[config.mk]
export PLATFORM = sky130hd
export DESIGN_NAME = ntc_track
export DESIGN_NICKNAME = d
export VERILOG_FILES = /design/src/rtl/ntc_track_pkg.sv /design/src/rtl/ntc_step_ctrl.sv /design/src/rtl/ntc_iir.sv /design/src/rtl/ntc_derate.sv /design/src/rtl/ntc_track.sv
export SDC_FILE = /design/constraint.sdc
export NUM_CORES = 1
export LEC_CHECK = 0
export BUFFER_PORTS_ARGS = -buffer_cell sky130_fd_sc_hd__buf_4
export CORE_UTILIZATION = 40
export CTS_CLUSTER_SIZE = 8
export DETAILED_ROUTE_END_ITERATION = 16
export PLACE_DENSITY_LB_ADDON = 0.12
export SKIP_LAST_GASP = 1
export SLEW_MARGIN = 20
export SYNTH_ARGS = -nofsm -noshare
export SYNTH_HDL_FRONTEND = slang
export SYNTH_HIERARCHICAL = 1
export SYNTH_SLANG_ARGS = --single-unit
[constraint.sdc]
create_clock -name clk -period 30.5 [get_ports clk]
set_input_delay 3.05 -clock clk [delete_from_list [all_inputs] [get_ports clk]]
set_output_delay 3.05 -clock clk [all_outputs]
set_load 0.02 [all_outputs]
[src/rtl/ntc_track_pkg.sv]
package ntc_track_pkg;
  localparam int unsigned CODE_W  = 8;
  localparam int unsigned SCALE_W = 7;

  typedef logic [CODE_W-1:0]  code_t;
  typedef logic [SCALE_W-1:0] scale_t;

  function automatic code_t step_code(input code_t cur, input logic dn);
    code_t r;
    if (dn) r = (cur == '0) ? cur : cur - code_t'(1);
    else    r = (cur == '1) ? cur : cur + code_t'(1);
    return r;
  endfunction
endpackage

[src/rtl/ntc_step_ctrl.sv]
module ntc_step_ctrl
  import ntc_track_pkg::*;
#(
  parameter int unsigned DIV    = 7,
  parameter int unsigned SETTLE = 256
) (
  input  logic  clk,
  input  logic  rst_n,
  input  logic  startup_i,
  input  logic  cmp_above_i,
  input  logic  half_cyc_i,
  output code_t code_q_o,
  output code_t code_d_o,
  output logic  settled_o
);
  localparam int unsigned CW = (DIV > 1) ? $clog2(DIV) : 1;
  localparam int unsigned SW = $clog2(SETTLE + 1);

  logic [CW-1:0] cnt_q, cnt_d;
  logic [SW-1:0] settle_q, settle_d;
  code_t         code_q, code_d;
  logic          step_en;

  assign settled_o = (settle_q == SW'(SETTLE));

  always_comb begin
    step_en  = 1'b0;
    cnt_d    = cnt_q;
    settle_d = settle_q;
    if (startup_i) begin
      step_en = 1'b1;
      cnt_d   = '0;
      if (!settled_o) settle_d = settle_q + SW'(1);
    end else if (half_cyc_i) begin
      if (cnt_q == CW'(DIV - 1)) begin
        cnt_d   = '0;
        step_en = 1'b1;
      end else begin
        cnt_d = cnt_q + CW'(1);
      end
    end
    code_d = step_en ? step_code(code_q, cmp_above_i) : code_q;
  end

  always_ff @(posedge clk or negedge rst_n) begin
    if (!rst_n) begin
      cnt_q    <= '0;
      settle_q <= '0;
      code_q   <= '0;
    end else begin
      cnt_q    <= cnt_d;
      settle_q <= settle_d;
      code_q   <= code_d;
    end
  end

  assign code_q_o = code_q;
  assign code_d_o = code_d;
endmodule

[src/rtl/ntc_iir.sv]
module ntc_iir
  import ntc_track_pkg::*;
#(
  parameter int unsigned SH = 3
) (
  input  logic  clk,
  input  logic  rst_n,
  input  logic  load_i,
  input  code_t load_val_i,
  input  logic  en_i,
  input  code_t din_i,
  output code_t dout_o
);
  localparam int unsigned ACC_W = CODE_W + SH;

  logic [ACC_W-1:0] acc_q, acc_d;

  always_comb begin
    acc_d = acc_q;
    if (load_i)    acc_d = {load_val_i, {SH{1'b0}}};
    else if (en_i) acc_d = acc_q - (acc_q >> SH) + ACC_W'(din_i);
  end

  always_ff @(posedge clk or negedge rst_n) begin
    if (!rst_n) acc_q <= '0;
    else        acc_q <= acc_d;
  end

  assign dout_o = acc_q[ACC_W-1:SH];
endmodule

[src/rtl/ntc_derate.sv]
module ntc_derate
  import ntc_track_pkg::*;
#(
  parameter int unsigned C_LO  = 120,
  parameter int unsigned C_HI  = 180,
  parameter int unsigned S_MAX = 100,
  parameter int unsigned S_MIN = 50
) (
  input  code_t  filt_i,
  output scale_t scale_o
);
  localparam int unsigned SPAN = C_HI - C_LO;
  localparam int unsigned DROP = S_MAX - S_MIN;

  int unsigned diff, cut;

  always_comb begin
    diff = 32'(filt_i) - C_LO;
    cut  = (DROP * diff) / SPAN;
    if (32'(filt_i) <= C_LO)      scale_o = scale_t'(S_MAX);
    else if (32'(filt_i) >= C_HI) scale_o = scale_t'(S_MIN);
    else                          scale_o = scale_t'(S_MAX - cut);
  end
endmodule

[src/rtl/ntc_track.sv]
module ntc_track
  import ntc_track_pkg::*;
#(
  parameter int unsigned DIV      = 7,
  parameter int unsigned SETTLE   = 256,
  parameter int unsigned FAST_SH  = 3,
  parameter int unsigned SLOW_SH  = 14,
  parameter int unsigned C_DER_LO = 120,
  parameter int unsigned C_REL    = 150,
  parameter int unsigned C_DER_HI = 180,
  parameter int unsigned C_SHDN   = 190
) (
  input  logic       clk,
  input  logic       rst_n,
  input  logic       cmp_above_i,
  input  logic       half_cyc_i,
  input  logic       startup_i,
  output logic [7:0] code_o,
  output logic [7:0] filt_code_o,
  output logic [7:0] slow_code_o,
  output logic       otp_shdn_o,
  output logic       start_ok_o,
  output logic [6:0] scale_o
);
  localparam code_t REL_C  = code_t'(C_REL);
  localparam code_t SHDN_C = code_t'(C_SHDN);

  logic [1:0] rst_sync_q;
  logic       rst_i;
  code_t      code_q, code_d, filt_fast, filt_slow;
  logic       settled, filt_en;
  logic       otp_q, otp_d;

  always_ff @(posedge clk or negedge rst_n) begin
    if (!rst_n) rst_sync_q <= '0;
    else        rst_sync_q <= {rst_sync_q[0], 1'b1};
  end
  assign rst_i = rst_sync_q[1];

  ntc_step_ctrl #(.DIV(DIV), .SETTLE(SETTLE)) u_step (
    .clk        (clk),
    .rst_n      (rst_i),
    .startup_i  (startup_i),
    .cmp_above_i(cmp_above_i),
    .half_cyc_i (half_cyc_i),
    .code_q_o   (code_q),
    .code_d_o   (code_d),
    .settled_o  (settled)
  );

  assign filt_en = half_cyc_i & ~startup_i;

  ntc_iir #(.SH(FAST_SH)) u_fast (
    .clk(clk), .rst_n(rst_i), .load_i(startup_i), .load_val_i(code_d),
    .en_i(filt_en), .din_i(code_q), .dout_o(filt_fast)
  );

  ntc_iir #(.SH(SLOW_SH)) u_slow (
    .clk(clk), .rst_n(rst_i), .load_i(startup_i), .load_val_i(code_d),
    .en_i(filt_en), .din_i(code_q), .dout_o(filt_slow)
  );

  ntc_derate #(.C_LO(C_DER_LO), .C_HI(C_DER_HI), .S_MAX(100), .S_MIN(50)) u_derate (
    .filt_i (filt_slow),
    .scale_o(scale_o)
  );

  always_comb begin
    otp_d = otp_q;
    if (filt_fast > SHDN_C)     otp_d = 1'b1;
    else if (filt_fast < REL_C) otp_d = 1'b0;
  end

  always_ff @(posedge clk or negedge rst_i) begin
    if (!rst_i) otp_q <= 1'b0;
    else        otp_q <= otp_d;
  end

  assign code_o      = code_q;
  assign filt_code_o = filt_fast;
  assign slow_code_o = filt_slow;
  assign otp_shdn_o  = otp_q;
  assign start_ok_o  = settled & (code_q < REL_C);
endmodule

==> results_dict.tcl <==
set metrics [dict create \
    die_h_um 205.4 \
    grt_max_degree 64 \
    place.gp.congestion 0.9471 \
    syn_area_per_cell_um2 7.405 \
    cp_data_required_time_ns 27.45 \
    routed_wl_mm 57.58 \
    ctsHoldBuffers 0 \
    arrival_ns 25.22 \
    synth_edf_count 0 \
    area.growth.synth_to_final_pct 3.713 \
    fp.dieW_um 205.4 \
    hold_violations 0 \
    io_buffers 37 \
    clkLatencyLatePin_ns 0.31 \
    rows 74 \
    root_buffer "clkbuf_16" \
    grt_overflow 0 \
    viasPerCell 6.400 \
    synth_nets 2335 \
    ys_ff_latch 56 \
    tightest_slew_ns 1.051 \
    post-route-min-period_ns 28.27 \
    synth.area.top_cells "dfrtp_1 8.5%, xnor2_1 5.9%, ha_1 5.4%" \
    rsz0062_at_grt "false" \
    synthArstFlopShare_pct 100.0 \
    crit_slowest_cell "a21oi_1" \
    setup_tns_ns 0 \
    drtAntennaViolNets 0 \
    synth_ff_type "dfrtp_1" \
    relSlewSlack_pct 29.93 \
    finalCritPeriodShare_pct 92.69 \
    clk_path_buf_depth 2 \
    fmax_ghz 0.03537 \
    grtUsageTotal_pct 26.82 \
    antenna_found_initial 0 \
    cts_buffers 5 \
    core_area_mm2 0.04083 \
    antenna_cells 0 \
    post-cts-setup-buffer-count 0 \
    post_cts_resized 0 \
    fin_nets 2296 \
    skew_ns 0.006880 \
    dieArea_mm2 0.04217 \
    cts_sinks 56 \
    drcViolationCount 0 \
    slowest_delay_ns 0.86 \
    drt_iter0_drc 1482 \
    dp_hpwl_mm 45.27 \
    drive_gt1_share_pct 11.43 \
    firstDrtPassIters 5 \
    slew_violations 0 \
    grt_pass1_wl_mm 91.39 \
    final-setup-viol-count 0 \
    fin_util_pct 42.02 \
    syn_area_mm2 0.01654 \
    synth_warnings 6 \
    dr_total_vias 17460 \
    hp-class "reg2reg" \
    grt_pass1_vias 16440 \
    syn_inst 2234 \
    start_kind "flip-flop" \
    path_max_fanout 19 \
    clkTransAtPathRegs_ns 0.07 \
    drv_cap 0 \
    io_pins 38 \
    synth_top_cell_area_share_pct 8.471 \
    cp-end-kind "primary output" \
    fillers 4263 \
    start_util_pct 40.52 \
    htree_levels 2 \
    crit_type "reg2out" \
    avgRoutedWirePerCell_um 21.11 \
    synth_area_leader_cell "dfrtp_1" \
    synth_cell_types 149 \
    ys_seq_area_share_pct 8.471 \
    status "finished, final reports clean" \
    cts_tree "done" \
]
final timing paths:
check                              endpoint          startpoint  slack (ns)  cells after the start
max                              scale_o[6]    u_slow/acc_q[17]        2.23                     71
min                           rst_sync_q[1]       rst_sync_q[0]        0.35                      0
max reg2reg                u_slow/acc_q[18]  u_step/code_q_o[1]       26.72                     12
min reg2reg                   rst_sync_q[1]       rst_sync_q[0]        0.35                      0
max in group asynchronous     rst_sync_q[1]               rst_n       27.85                      1
min in group asynchronous   u_step/cnt_q[0]       rst_sync_q[1]        0.41                      1
per-layer routing:
| layer | up-vias | GRT usage, % | routed length, µm |
|---|---|---|---|
| li1 | 8341 | - | - |
| met1 | 8437 | 37.58 | 26500 |
| met2 | 607 | 44.28 | 26370 |
| met3 | 73 | 2.803 | 3696 |
| met4 | 0 | 5.238 | 1007 |
| met5 | - | 0 | 0 |
cell usage after synthesis, drive strengths merged, types with 52 or more instances:
library cell,instances
buf,71
nand3,83
nand2,200
nor2,192
xnor2,120
ha,72
dfrtp,56
a21oi,139
nor3,71
o21ai,139
xor2,52
nand4,62
inv,136
sequential cells by signal, summed over array words and instances (netlist names):
signal           flops
rst_sync_q           2
u_step/settle_q      9
u_fast/acc_q        11
u_step/code_q_o      8
otp_shdn_o           1
u_step/cnt_q         3
u_slow/acc_q        22
through the flow:
stage	setup slack (ns)	instances	area [µm²]	hold WS, ns
floorplan	7.983	2234	16540	0.3312
global placement	2.994	2720	16980	0.3336
detailed placement	2.493	2720	16980	0.3386
CTS	2.089	2728	17140	0.3561
global route	0.2694	2728	17160	0.3595
finish	2.230	2728	17160	0.3532
layout by cell type (no fill, tap or decap), drive strengths merged, types with 32 or more instances in the layout:
| cell | n |
|---|---|
| nor4 | 37 |
| nand3 | 83 |
| nor2 | 192 |
| a21oi | 139 |
| and2 | 39 |
| xnor2 | 120 |
| buf | 58 |
| a21o | 50 |
| nand2 | 200 |
| nor3 | 71 |
| or3 | 32 |
| o211ai | 43 |
| inv | 136 |
| mux2i | 37 |
| xor2 | 52 |
| o21ai | 139 |
| a31oi | 43 |
| nand4 | 62 |
| ha | 72 |
| dfrtp | 56 |
| and3 | 32 |
| a211oi | 48 |
cell families (layout without fill, tap and decap cells):
logic type | Yosys count | count (layout) | synth area share (%)
buffers and inverters | 240 | 202 | 7.230
multiplexers | 47 | 47 | 2.942
XOR/XNOR | 173 | 173 | 9.923
other | 1 | 1 | 0.02267
AND/OR/NAND/NOR | 883 | 883 | 28.86
adder cells (fa/ha/maj) | 96 | 96 | 8.350
flip-flops | 56 | 56 | 8.471
AO/OA/AOI/OAI | 738 | 738 | 34.20
area by class of cell:
type                    instances  area, µm²  share of cell area [%]
multi-input cells            1938      13980                   81.48
repair buffers                 58      435.4                   2.538
well taps                     532      665.6                   3.880
clock buffers                   6      128.9                  0.7511
flip-flops and latches         56       1403                   8.175
clock inverters                 2      35.03                  0.2042
inverters                     136      510.5                   2.975
critical path, delay by kind of cell, from the launching register on:
kind / cells / cell delay [ns]
and+or+nand+nor: 23 / 6.75
DFF: 1 / 0.66
buffers and inverters: 2 / 0.47
xor gates and xnor gates: 2 / 0.66
adders and majority gates: 7 / 2.76
muxes: 1 / 0.37
AOI/OAI and AO/OA: 36 / 13.19
Power is not shown: default switching activity piles up to over one toggle a cycle in this logic, so the estimate is an artifact.
